**src/rtl/bmt_pkg.sv**
```systemverilog
package bmt_pkg;
   // Default geometry of the metric table
   localparam int unsigned DEF_SMP_W   = 3;  // sample resolution
   localparam int unsigned DEF_MET_W   = 6;  // metric resolution
   localparam int unsigned DEF_ST_BITS = 2;  // trellis state bits (four states)

   // Number of trellis branches for a given state width
   function automatic int unsigned branch_count(int unsigned st_bits);
      return 1 << (st_bits + 1);
   endfunction

   // Number of distinct sample codes
   function automatic int unsigned sample_count(int unsigned smp_w);
      return 1 << smp_w;
   endfunction
endpackage

```
**src/rtl/bmt_wr_decode.sv**
```systemverilog
module bmt_wr_decode #(
   parameter int unsigned SMP_W = bmt_pkg::DEF_SMP_W,
   parameter int unsigned BR_W  = bmt_pkg::DEF_ST_BITS + 1,
   localparam int unsigned AW   = SMP_W + BR_W,
   localparam int unsigned NS   = 1 << SMP_W,
   localparam int unsigned NB   = 1 << BR_W
) (
   input  logic          wr_en,
   input  logic [AW-1:0] wr_addr,
   output logic [NS-1:0] row_we,
   output logic [NB-1:0] br_sel
);
   logic [SMP_W-1:0] row_idx;
   logic [BR_W-1:0]  br_idx;

   assign row_idx = wr_addr[AW-1:BR_W];
   assign br_idx  = wr_addr[BR_W-1:0];

   // Row strobe only when writing; branch select is a plain one-hot decode
   always_comb begin
      row_we = '0;
      if (wr_en) row_we[row_idx] = 1'b1;
   end

   always_comb begin
      br_sel = '0;
      br_sel[br_idx] = 1'b1;
   end
endmodule

```
**src/rtl/bmt_row.sv**
```systemverilog
module bmt_row #(
   parameter int unsigned NB    = bmt_pkg::branch_count(bmt_pkg::DEF_ST_BITS),
   parameter int unsigned MET_W = bmt_pkg::DEF_MET_W,
   localparam int unsigned ROW_W = NB * MET_W
) (
   input  logic             clk,
   input  logic             rst_n,
   input  logic             row_we,
   input  logic [NB-1:0]    br_sel,
   input  logic [MET_W-1:0] wr_data,
   output logic [ROW_W-1:0] row_q
);
   // One register per branch entry of this sample row
   for (genvar b = 0; b < NB; b++) begin : g_entry
      always_ff @(posedge clk) begin
         if (!rst_n)
            row_q[b*MET_W +: MET_W] <= '0;
         else if (row_we && br_sel[b])
            row_q[b*MET_W +: MET_W] <= wr_data;
      end
   end

   // Unselected rows keep their content
   assert_row_hold_R8: assert property (@(posedge clk) disable iff (!rst_n)
      !row_we |=> $stable(row_q))
      else $error("row changed without a write strobe");
endmodule

```
**src/rtl/bmt_read_stage.sv**
```systemverilog
module bmt_read_stage #(
   parameter int unsigned SMP_W = bmt_pkg::DEF_SMP_W,
   parameter int unsigned ROW_W = bmt_pkg::branch_count(bmt_pkg::DEF_ST_BITS) * bmt_pkg::DEF_MET_W,
   localparam int unsigned NS   = 1 << SMP_W
) (
   input  logic               clk,
   input  logic               rst_n,
   input  logic [NS*ROW_W-1:0] rows,
   input  logic [SMP_W-1:0]   smp,
   input  logic               smp_vld,
   output logic [ROW_W-1:0]   bm_q,
   output logic               bm_vld_q
);
   logic [ROW_W-1:0] row_mux;

   // Row select by sample value, built as an AND-OR tree over all rows
   always_comb begin
      row_mux = '0;
      for (int s = 0; s < int'(NS); s++) begin
         if (smp == SMP_W'(s)) row_mux = row_mux | rows[s*ROW_W +: ROW_W];
      end
   end

   // Output captures pre-edge table contents, so a same-edge write is not seen
   always_ff @(posedge clk) begin
      if (!rst_n) begin
         bm_q     <= '0;
         bm_vld_q <= 1'b0;
      end else begin
         bm_vld_q <= smp_vld;
         if (smp_vld) bm_q <= row_mux;
      end
   end

   assert_vld_follow_R4: assert property (@(posedge clk) disable iff (!rst_n)
      smp_vld |=> bm_vld_q)
      else $error("valid flag missed an accepted sample");

   assert_vld_idle_R4: assert property (@(posedge clk) disable iff (!rst_n)
      !smp_vld |=> !bm_vld_q)
      else $error("valid flag raised without a sample");

   assert_hold_idle_R7: assert property (@(posedge clk) disable iff (!rst_n)
      !smp_vld |=> $stable(bm_q))
      else $error("metrics changed without a sample");
endmodule

```
**src/rtl/bm_table_unit.sv**
```systemverilog
module bm_table_unit #(
   parameter int unsigned SMP_W   = bmt_pkg::DEF_SMP_W,
   parameter int unsigned MET_W   = bmt_pkg::DEF_MET_W,
   parameter int unsigned ST_BITS = bmt_pkg::DEF_ST_BITS,
   localparam int unsigned BR_W   = ST_BITS + 1,
   localparam int unsigned NB     = bmt_pkg::branch_count(ST_BITS),
   localparam int unsigned NS     = bmt_pkg::sample_count(SMP_W),
   localparam int unsigned AW     = SMP_W + BR_W,
   localparam int unsigned ROW_W  = NB * MET_W
) (
   input  logic             clk,
   input  logic             rst_n,
   input  logic [SMP_W-1:0] smp_i,
   input  logic             smp_vld_i,
   input  logic             wr_en_i,
   input  logic [AW-1:0]    wr_addr_i,
   input  logic [MET_W-1:0] wr_data_i,
   output logic [ROW_W-1:0] bm_o,
   output logic             bm_vld_o
);
   // Elaboration-time sanity of the geometry
   if (SMP_W < 1 || SMP_W > 8) begin : g_bad_smp
      $error("SMP_W out of supported range");
   end
   if (MET_W < 1 || MET_W > 16) begin : g_bad_met
      $error("MET_W out of supported range");
   end
   if (ST_BITS < 1 || ST_BITS > 6) begin : g_bad_st
      $error("ST_BITS out of supported range");
   end
   if (NS * NB > 4096) begin : g_bad_size
      $error("table too large");
   end

   logic [NS-1:0]       row_we;
   logic [NB-1:0]       br_sel;
   logic [NS*ROW_W-1:0] rows;

   bmt_wr_decode #(.SMP_W(SMP_W), .BR_W(BR_W)) u_dec (
      .wr_en  (wr_en_i),
      .wr_addr(wr_addr_i),
      .row_we (row_we),
      .br_sel (br_sel)
   );

   // One storage row per sample code
   for (genvar s = 0; s < NS; s++) begin : g_row
      bmt_row #(.NB(NB), .MET_W(MET_W)) u_row (
         .clk    (clk),
         .rst_n  (rst_n),
         .row_we (row_we[s]),
         .br_sel (br_sel),
         .wr_data(wr_data_i),
         .row_q  (rows[s*ROW_W +: ROW_W])
      );
   end

   bmt_read_stage #(.SMP_W(SMP_W), .ROW_W(ROW_W)) u_rd (
      .clk     (clk),
      .rst_n   (rst_n),
      .rows    (rows),
      .smp     (smp_i),
      .smp_vld (smp_vld_i),
      .bm_q    (bm_o),
      .bm_vld_q(bm_vld_o)
   );

   assert_wr_onehot_R3: assert property (@(posedge clk) disable iff (!rst_n)
      wr_en_i |-> ($countones(row_we) == 1 && $countones(br_sel) == 1))
      else $error("write did not decode to a single entry");

   assert_no_wr_when_idle_R8: assert property (@(posedge clk) disable iff (!rst_n)
      !wr_en_i |-> (row_we == '0))
      else $error("row strobe without write enable");
endmodule

```
**config.mk**
```make
export PLATFORM = sky130hd
export DESIGN_NAME = bm_table_unit
export DESIGN_NICKNAME = d
export VERILOG_FILES = /design/src/rtl/bmt_pkg.sv /design/src/rtl/bmt_wr_decode.sv /design/src/rtl/bmt_row.sv /design/src/rtl/bmt_read_stage.sv /design/src/rtl/bm_table_unit.sv
export SDC_FILE = /design/constraint.sdc
export NUM_CORES = 1
export LEC_CHECK = 0
export ABC_AREA = 0
export BUFFER_PORTS_ARGS = -buffer_cell sky130_fd_sc_hd__buf_2
export CAP_MARGIN = 25
export CORE_ASPECT_RATIO = 1.2
export CORE_UTILIZATION = 30
export DETAILED_ROUTE_END_ITERATION = 7
export HOLD_SLACK_MARGIN = 0.08
export MAX_ROUTING_LAYER = met4
export PLACE_DENSITY = 0.51
export SLEW_MARGIN = 20
export SYNTH_ARGS = -nofsm -noshare
export SYNTH_HDL_FRONTEND = slang
export SYNTH_SLANG_ARGS = --single-unit
```
**constraint.sdc**
```tcl
create_clock -name clk -period 1.6 [get_ports clk]
set_input_delay 0.24 -clock clk [delete_from_list [all_inputs] [get_ports clk]]
set_output_delay 0.24 -clock clk [all_outputs]
set_load 0.02 [all_outputs]
```
==> results of run 1 <==
## sequential cells by signal (all words and copies together) (netlist names)
signal             flops
g_row.u_row.row_q    384
u_rd.bm_q             48
u_rd.bm_vld_q          1
## metal layers
| metal | GRT usage, % | up-vias | routed length (µm) |
|---|---|---|---|
| met5 | - | - | 0 |
| met4 | 7.66 | 0 | 2360 |
| met3 | 1.87 | 121 | 2390 |
| met2 | 31.7 | 403 | 30500 |
| met1 | 21.9 | 8363 | 26000 |
| li1 | - | 8332 | - |
## worst min-delay path: cells and delay by family
kind	cells	cell delay, ns
buf+inv	1	0.18
compound gates	2	0.23
## cell type report
class,count,area [µm²]
diodes,1,2.50
clock buffers,65,1300
clock inverters,8,40.0
fillers,6590,41500
multi-input cells,1700,10100
flip-flops and latches,433,8670
well taps,832,1040
repair buffers,218,2170
## worst min-delay path by stage
stage	end	slack [ns]	cells past startpoint	from
6_report	u_rd.bm_q[29]	0.17	3	smp_i[2]
5_1_grt	u_rd.bm_q[29]	0.16	3	smp_i[2]
4_1_cts	u_rd.bm_q[29]	0.15	3	smp_i[2]
3_5_place_dp	g_row[4].u_row.row_q[27]	0.45	2	g_row[4].u_row.row_q[27]
3_3_place_gp	g_row[3].u_row.row_q[15]	0.44	2	g_row[3].u_row.row_q[15]
2_1_floorplan	g_row[3].u_row.row_q[12]	0.43	2	g_row[3].u_row.row_q[12]
## layout by cell type, fill, tap and decap left out, types with 48 or more instances in the layout
cell	count
a21oi_1	143
mux2i_1	120
buf_4	96
buf_12	54
or2_2	48
nand3_1	265
a21boi_0	341
buf_2	64
nand2_1	405
o21ai_0	191
a22o_1	48
a22oi_1	48
dfxtp_1	433
## power breakdown
group | switching (mW) | leakage [nW] | internal [mW]
registers | 0.0777 | 3.50 | 10.9
clock network | 4.27 | 0.670 | 5.58
logic | 1.31 | 3.55 | 0.750
total | 5.65 | 7.72 | 17.2
## cell families after synthesis
kind of cell           Yosys count  share of synthesized area (%)
DFF                            433                           43.8
and+or+nand+nor                789                           18.5
muxes                          120                           6.08
AOI/OAI and AO/OA              791                           26.1
buffers and inverters          245                           5.49
## timing repair
| action | 4_1_cts | 5_1_grt |
|---|---|---|
| endpoints found under the hold margin | 17 | 0 |
| hold buffers | 2 | 0 |
| setup buffers | 0 | 0 |
==> summary.md, run 1 <==
| Metric | Value |
|---|---|
| Outcome | finished, final reports clean |
| Least-Margin Pin Slew | 0.444 ns |
| Mapped Nets | 2397 |
| Post-DRT Antenna Nets | 0 |
| Final core utilization | a little over a third |
| Worst hold slack | about 0.17 ns |
| Initial antenna violation count | 1 |
| # port buffers | 67 |
| Syn_area_per_cell | between 8 and 9 µm² |
| # Max-Cap Violations | 0 |
| Die height | around 280 µm |
| Primary FF master, synth | dfxtp_1 |
| GP Congestion | ~0.85 |
| Final Instance Count excl. Fillers | 3257 |
| IO Pins | a little under 70 |
| Count leader, synth | dfxtp_1 |
| RSZ-0062 raised after global routing | no |
| Detailed Place HPWL | 39.1 mm |
| Drt total wl | ~60 mm |
| Reg2Reg Depth | 4 |
| Synth top cells by count | 433 x dfxtp_1, 405 x nand2_1, 341 x a21boi_0 |
| Fin crit share | between 80% and 90% |
| Top-area cell type share of the netlist area | a little over two fifths |
| Clock transition at the registers of the reported paths | 0.06 ns |
| Total grt overflow | 0 |
| PD cells | around 980 nW/µm² |
| Final non-filler cell area | 23300 µm² |
| Clock Skew | between 0.01 and 0.015 ns |
| CP Buf/Inv Count | 1 |
| Req. time, crit path | ~1.4 ns |
| CP max stage cell | dfxtp_1 |
| Area contributors post-synth | dfxtp_1 44%, a21boi_0 13%, nand2_1 7.7% |
| Via count | approximately 17000 |
| Peak supply drop | between 600 and 700 µV |
| Clock Latency Late Sink | 0.55 ns |
| Top Family by Delay on Critical Path | flip-flops |
| Setup Slack @ Placement | -0.158 ns |
| Die area | 66900 µm² |
| Post-synth ARST share | 0% |
| Fin nets | about 2400 |
| CTS resizes | 0 |
| Vias in the first global route | between 15000 and 20000 |
| Max frequency | 697 MHz |
| CP endpoint kind | output port |
| Pre-antenna DRT Iters | 5 |
| Area after DPL | ~22000 µm² |
| Row count | 102 |
| RR Endpoint | u_rd.bm_q[45] |
| Count of final max-slew check failures | 0 |
| Synthesized area | 19800 µm² |
| EDFF count, synth | 0 |
| Critical path class | register to output port |
| CP max FO | 2 |
| Cell variety after synth | 33 |
| Max stage delay on crit path | 0.43 ns |
| Layout cells sized above 1 | 14.0% |
| CTS tree | done |
| Post-Route Setup TNS | 0 ns |
| Critical path cell sequence | buf_2 |
| Synth Register Bits | roughly 430 |
| Crit path depth | 1 |
| Area leader, netlist | dfxtp_1 |
| Setup ws final | between 0.15 and 0.2 ns |
| Final Hold Vio Count | 0 |
| Synth warn | 0 |
| Clock Tree Buf Depth | 3 |
| Clk Tree Root Cell | clkbuf_16 |
| CP startpoint | u_rd.bm_q[29] |
| Lkg Pwr | 7.72 nW |
| First-pass GRT wire length | about 96 mm |
| CP arrival | 1.20 ns |
| End of the critical path | bm_o[29] |
| WL/cell | about 19 µm |
| DR vias/cell | around 5.3 |
| H-tree lvl count | 2 |
| Largest net degree at the start of global routing | 113 |
| Min-Delay Path Class | input port to register |
| Area grow syn2layout | 17.8% |
| Final setup fails | 0 |
| DRT iter0 DRCs | 1064 |
| Clk sinks | 433 |
| Die Wd | about 240 µm |
| Global-route usage over all layers | between 10% and 20% |
| Sequential area share after synthesis | a little over two fifths |
| Max_slew headroom | 70.4% |
| Initial Util | 30.5% |
| Dpl cells | around 3200 |
| Post-route DRC | 0 |
| Startpoint Class | register |
| R2r startpoint | g_row[0].u_row.row_q[45] |
| Total power draw | between 20 and 25 mW |
| CTS buffer count | 44 |
| Core area | 64800 µm² |
| Min Tclk post-route | 1.44 ns |
| Mapped Cells | between 2000 and 2500 |
| Setup slack, reg-to-reg | about 0.37 ns |
(Power assumes the default switching activity.)
==> inputs of run 2 (changes only) <==
--- a/config.mk
+++ b/config.mk
@@ -14,6 +14,7 @@
 export HOLD_SLACK_MARGIN = 0.08
 export MAX_ROUTING_LAYER = met4
 export PLACE_DENSITY = 0.51
+export SETUP_SLACK_MARGIN = 0.5
 export SLEW_MARGIN = 20
 export SYNTH_ARGS = -nofsm -noshare
 export SYNTH_HDL_FRONTEND = slang
==> summary.md, run 2 (synthesized netlist as in run 1, its figures left out) <==
| Metric | Value |
|---|---|
| Outcome | finished, final reports clean |
| IO Pins | 68 (unchanged) |
| DRT iter0 DRCs | 1172 (+10%) |
| Count of final max-slew check failures | 0 (unchanged) |
| Reg2Reg Depth | 4 (unchanged) |
| Fin nets | 2405 (-0.46%) |
| Setup slack, reg-to-reg | 0.52 ns (+0.15 ns) |
| Area after DPL | 22000 µm² (+0.26%) |
| Min Tclk post-route | 1.34 ns (-0.0963 ns) |
| Lkg Pwr | 8.30 nW (+7.5%) |
| Dpl cells | 3152 (-0.91%) |
| Crit path depth | 1 (unchanged) |
| Post-DRT Antenna Nets | 0 (unchanged) |
| Critical path cell sequence | buf_6 |
| Hold Path Origin | rst_n |
| Endpoint of the worst hold path | g_row[1].u_row.row_q[41] |
| Internal power | 18.0 mW (+4.2%) |
| CP max stage cell | dfxtp_4 |
| CP arrival | 1.10 ns (-0.10 ns) |
| Setup ws final | 0.261 ns (+0.0963 ns) |
| Combinational power share | 9.4% (+0.4 points) |
| Setup Slack @ Placement | -0.144 ns (+0.0136 ns) |
| CTS tree | done |
| Die height | 283 µm (unchanged) |
| Req. time, crit path | 1.36 ns (about the same) |
| Initial Util | 30.5% (unchanged) |
| # port buffers | 67 (unchanged) |
| Final setup fails | 0 (unchanged) |
| Min-Delay Path Class | input port to register |
| CP max FO | 2 (unchanged) |
| Fin crit share | 83.7% (-6.0 points) |
| Detailed Place HPWL | 38.8 mm (-0.85%) |
| Clock Latency Late Sink | 0.58 ns (+0.03 ns) |
| Hold depth | 3 (unchanged) |
| Clock Skew | 0.0100 ns (-0.00435 ns) |
| Core area | 64800 µm² (unchanged) |
| CP endpoint kind | output port |
| Sw power | 6.02 mW (+6.6%) |
| Total grt overflow | 0 (unchanged) |
| Max stage delay on crit path | 0.39 ns (-0.04 ns) |
| Global-route usage over all layers | 18.9% (+0.40 points) |
| H-tree lvl count | 2 (unchanged) |
| Clock Power Share | 44.8% (+1.8 points) |
| Clock transition at the registers of the reported paths | 0.06 ns (about the same) |
| First-pass GRT wire length | 98.0 mm (+2.3%) |
| Peak supply drop | 695 µV (+3.2%) |
| GP Congestion | 0.795 (-5.9%) |
| RR Endpoint | u_rd.bm_q[13] |
| Drt total wl | 62.6 mm (+2.3%) |
| Max_slew headroom | 68.4% (-2.0 points) |
| Clk sinks | 433 (unchanged) |
| # Max-Cap Violations | 0 (unchanged) |
| CP Buf/Inv Count | 1 (unchanged) |
| PD cells | 984 nW/µm² (+0.15%) |
| Startpoint Class | register |
| Largest register FFs | 384 (unchanged) |
| Layout fillers | 6502 (-1.3%) |
| R2r startpoint | g_row[1].u_row.row_q[13] |
| Row count | 102 (unchanged) |
| Die area | 66900 µm² (unchanged) |
| Clock Tree Buf Depth | 3 (unchanged) |
| Largest registers | g_row.u_row.row_q (384), u_rd.bm_q (48), u_rd.bm_vld_q (1) |
| Biggest register | g_row.u_row.row_q |
| Initial antenna violation count | 1 (unchanged) |
| Total power draw | 24.0 mW (+4.8%) |
| Final Instance Count excl. Fillers | 3255 (-0.061%) |
| Final Hold Vio Count | 0 (unchanged) |
| Critical path class | register to output port |
| Final core utilization | 37.6% (+1.7 points) |
| Pre-antenna DRT Iters | 8 (+3) |
| Clk Tree Root Cell | clkbuf_16 |
| Most frequent cells in the layout | 371 x nand2_1, 298 x dfxtp_1, 275 x a21boi_1 |
| Vias in the first global route | 16800 (-0.26%) |
| Top Family by Delay on Critical Path | flip-flops |
| Least-Margin Pin Slew | 0.474 ns (+0.0300 ns) |
| Sw Share | 25.1% (+0.42 points) |
| Largest net degree at the start of global routing | 112 (-0.88%) |
| Commonest non-fill, non-tap cell in the layout | nand2_1 |
| Max frequency | 747 MHz (+7.2%) |
| RSZ-0062 raised after global routing | yes |
| Via count | 17100 (-0.72%) |
| Area grow syn2layout | 23.3% |
| WL/cell | 19.2 µm (+2.3%) |
| Post-route DRC | 0 (unchanged) |
| CTS buffer count | 46 (+4.5%) |
| Layout cells sized above 1 | 23.1% (+9.0 points) |
| DR vias/cell | 5.25 (-0.66%) |
| ANT cells | 0 (-1) |
| Final non-filler cell area | 24400 µm² (+4.6%) |
| Sequential power share | 45.9% (-2.1 points) |
| Die Wd | 236 µm (unchanged) |
run 2: cell count changes in the layout (fill, tap and decap cells not counted), sizes merged:
cell	change
bufinv	+1
inv	+1
diode	-1
clkinvlp	+1
buf	-15
clkinv	-1
clkbuf	+12
run 2: repair_timing:
item | in CTS | in global routing
gates cloned | 0 | 1
resized for setup | 190 | 118
endpoints found under the hold margin | 7 | 0
setup endpoints to repair | 78 | 162
setup buffers | 3 | 12
hold buffers | 2 | 0
pin swaps | 18 | 58
run 2: per-layer routing:
metal | part of all wire [%] | vias to the layer above | global-route usage [%]
met2 | 51 | 312 | 32.4
met5 | 0 | - | -
li1 | - | 8325 | -
met3 | 3.2 | 111 | 2.18
met1 | 43 | 8347 | 22.8
met4 | 3.0 | 0 | 6.23
run 2: how the worst max path moves through the flow:
| stage | startpoint | slack (ns) | endpoint |
|---|---|---|---|
| floorplan | smp_i[0] | 0.27 | u_rd.bm_q[26] |
| global placement | wr_addr_i[3] | -0.10 | g_row[0].u_row.row_q[42] |
| detailed placement | wr_addr_i[3] | -0.14 | g_row[0].u_row.row_q[36] |
| CTS | u_rd.bm_q[29] | 0.22 | bm_o[29] |
| global route | u_rd.bm_q[29] | 0.23 | bm_o[29] |
| finish | u_rd.bm_q[29] | 0.26 | bm_o[29] |
run 2: power groups by stage:
| stage | sequential, mW | clock (mW) | combinational [mW] |
|---|---|---|---|
| finish | 11.0 | 10.7 | 2.24 |
| global route | 11.0 | 11.4 | 2.37 |
| global placement | 11.2 | 0 | 2.08 |
| CTS | 11.0 | 11.0 | 2.20 |
| detailed placement | 11.2 | 0 | 2.08 |
| floorplan | 11.3 | 0 | 1.25 |
run 2: through the flow:
step                      TNS, ns  hold slack, ns
after floorplan                 0           0.430
after global placement      -3.75           0.439
after detailed placement    -7.73           0.445
after CTS                       0           0.124
after global routing            0           0.135
final                           0           0.133
run 2: cell type report:
type	instances	area (µm²)	share of cell area [%]
multi-input combinational	1700	10600	43.5
clock inverter	10	92.6	0.380
timing repair buffer	205	2370	9.72
tap	832	1040	4.27
sequential	433	8860	36.3
clock buffer	75	1410	5.79
==> inputs of run 3 (changes only) <==
==> constraint.sdc (replaced) <==
create_clock -name clk -period 1.3 [get_ports clk]
set_input_delay 0.195 -clock clk [delete_from_list [all_inputs] [get_ports clk]]
set_output_delay 0.195 -clock clk [all_outputs]
set_load 0.02 [all_outputs]
==> summary.md, run 3 (synthesized netlist as in run 1, its figures left out) <==
| Metric | Value |
|---|---|
| Outcome | complete, but fails checks |
| Failing checks | negative hold slack, negative setup slack |
| CP startpoint | u_rd.bm_q[47] |
| Pre-antenna DRT Iters | 5 (-3) |
| Clock Skew | 0.0207 ns (+0.0107 ns) |
| Initial Util | 30.5% (unchanged) |
| Final Instance Count excl. Fillers | 3464 (+6.4%) |
| CTS hold repair buffers | 1 (-1) |
| DRT iter0 DRCs | 1099 (-6.2%) |
| Die height | 283 µm (unchanged) |
| Post-route DRC | 0 (unchanged) |
| Setup ws final | -0.0141 ns (-0.275 ns) |
| Min-Delay Path Class | input port to register |
| Commonest non-fill, non-tap cell in the layout | nand2_1 |
| Setup slack, reg-to-reg | 0.23 ns (-0.29 ns) |
| Clock transition at the registers of the reported paths | 0.06 ns (about the same) |
| CP max FO | 2 (unchanged) |
| Fin crit share | 101% |
| RSZ-0062 raised after global routing | yes |
| End of the critical path | bm_o[47] |
| Clock Latency Late Sink | 0.60 ns (+0.02 ns) |
| Area grow syn2layout | 43.9% |
| IO Pins | 68 (unchanged) |
| CTS tree | done |
| Post-DRT Antenna Nets | 0 (unchanged) |
| Total grt overflow | 0 (unchanged) |
| Count of final max-slew check failures | 0 (unchanged) |
| Req. time, crit path | 1.11 ns (-0.25 ns) |
| # Max-Cap Violations | 0 (unchanged) |
| Final Hold Vio Count | 2 (+2) |
| Global-route usage over all layers | 20.3% (+1.5 points) |
| Reg2Reg Depth | 4 (unchanged) |
| Drt total wl | 69.8 mm (+11%) |
| Min Tclk post-route | between 1 and 1.5 ns |
| Least-Margin Pin Slew | 0.363 ns (-0.111 ns) |
| Initial antenna violation count | 1 (unchanged) |
| Area of the multi-input gates | 11900 µm² (+12%) |
| Critical path class | register to output port |
| Layout fillers | 6153 (-5.4%) |
| Via count | 18300 (+6.8%) |
| Clock Tree Buf Depth | 3 (unchanged) |
| RR Endpoint | u_rd.bm_q[27] |
| Clk sinks | 433 (unchanged) |
| Largest registers | g_row.u_row.row_q (384), u_rd.bm_q (48), u_rd.bm_vld_q (1) |
| GP Congestion | 0.854 (+7.4%) |
| Peak supply drop | 794 µV (+14%) |
| CP arrival | 1.12 ns (+0.02 ns) |
| Core area | 64800 µm² (unchanged) |
| CTS buffer count | 45 (-2.2%) |
| CP Buf/Inv Count | 1 (unchanged) |
| CP endpoint kind | output port |
| DR vias/cell | 5.27 (+0.37%) |
| H-tree lvl count | 2 (unchanged) |
| Row count | 102 (unchanged) |
| Startpoint Class | register |
| Dpl cells | 3265 (+3.6%) |
| Max stage delay on crit path | 0.39 ns (about the same) |
| Clk Tree Root Cell | clkbuf_16 |
| Fin nets | 2614 (+8.7%) |
| Final setup fails | 7 (+7) |
| Crit path depth | 1 (unchanged) |
| Vias in the first global route | 17700 (+5.6%) |
| Die area | 66900 µm² (unchanged) |
| CP max stage cell | dfxtp_4 |
| PD cells | 1080 nW/µm² (+9.7%) |
| Top Family by Delay on Critical Path | flip-flops |
| Sequential Area | 8900 µm² (+0.49%) |
| First-pass GRT wire length | 105 mm (+6.7%) |
| Detailed Place HPWL | 43.2 mm (+11%) |
| Max frequency | around 760 MHz |
| Largest register FFs | 384 (unchanged) |
| Layout cells sized above 1 | 38.4% (+15 points) |
| Die Wd | 236 µm (unchanged) |
| Max_slew headroom | 75.8% (+7.4 points) |
| R2r startpoint | g_row[1].u_row.row_q[27] |
| Biggest register | g_row.u_row.row_q |
| Critical path cell sequence | buf_6 |
| Most frequent cells in the layout | 310 x nand2_1, 287 x dfxtp_1, 274 x a21boi_1 |
| Largest net degree at the start of global routing | 61 (-46%) |
| WL/cell | 20.1 µm (+4.7%) |
| Worst hold slack | -0.0146 ns (-0.147 ns) |
| Lkg Pwr | 9.76 nW (+18%) |
| # port buffers | 67 (unchanged) |
==> run 3: cell types whose count changed in the layout (fill, tap and decap cells not counted), sizes merged <==
cell	before	now
buf	201	405
inv	1	0
diode	0	1
bufbuf	0	1
bufinv	1	3
clkbuf	77	80
dlygate4sd3	2	1
==> run 3: what timing repair did <==
item	in CTS	in global routing
hold endpoints to repair	21	19
pin swaps	157	205
setup endpoints to repair	472	481
gates cloned	15	10
resized for setup	609	437
buffers inserted	32	57
==> run 3: power by group <==
group	internal [mW]	switching, mW
combinational	1.57	2.00
sequential	13.4	0.143
clock	7.96	5.63
total	22.9	7.77
==> run 3: routing by layer <==
metal	track usage, %	vias up	wire, µm
met5	-	-	0
met2	35.2	362	35600
met4	8.36	0	2730
li1	-	8788	-
met3	2.14	131	2410
met1	23.8	8979	29000
==> run 3: final cells by class <==
| type | count | share of cell area (%) |
|---|---|---|
| Clock buffer | 72 | 4.92 |
| Timing Repair Buffer | 415 | 17.9 |
| Sequential cell | 433 | 31.3 |
| Antenna cell | 1 | 0.00880 |
| Multi-Input combinational cell | 1700 | 41.7 |
| Tap cell | 832 | 3.66 |
| Clock inverter | 11 | 0.506 |
==> run 3: worst min path at each step <==
stage	from	end	slack, ns	cells after the start
2_1_floorplan	g_row[0].u_row.row_q[29]	g_row[0].u_row.row_q[29]	0.43	2
3_3_place_gp	g_row[1].u_row.row_q[16]	g_row[1].u_row.row_q[16]	0.44	2
3_5_place_dp	g_row[4].u_row.row_q[22]	g_row[4].u_row.row_q[22]	0.45	2
4_1_cts	rst_n	g_row[0].u_row.row_q[37]	-0.03	2
5_1_grt	rst_n	g_row[0].u_row.row_q[36]	-0.02	2
6_report	rst_n	g_row[0].u_row.row_q[40]	-0.01	2
==> run 3: through the flow <==
step / power [mW] / setup slack (ns) / TNS, ns / area [µm²] / util [%]
floorplan: 15.3 / 0.0132 / 0 / 20200 / -
global placement: 16.6 / -0.404 / -94.53 / 22700 / 35.0
detailed placement: 16.6 / -0.402 / -101.71 / 22700 / 35.0
CTS: 30.6 / -0.0406 / -0.358 / 26300 / 40.6
global route: 31.6 / -0.0361 / -0.302 / 28400 / 43.9
finish: 30.7 / -0.0141 / -0.0583 / 28400 / 43.9
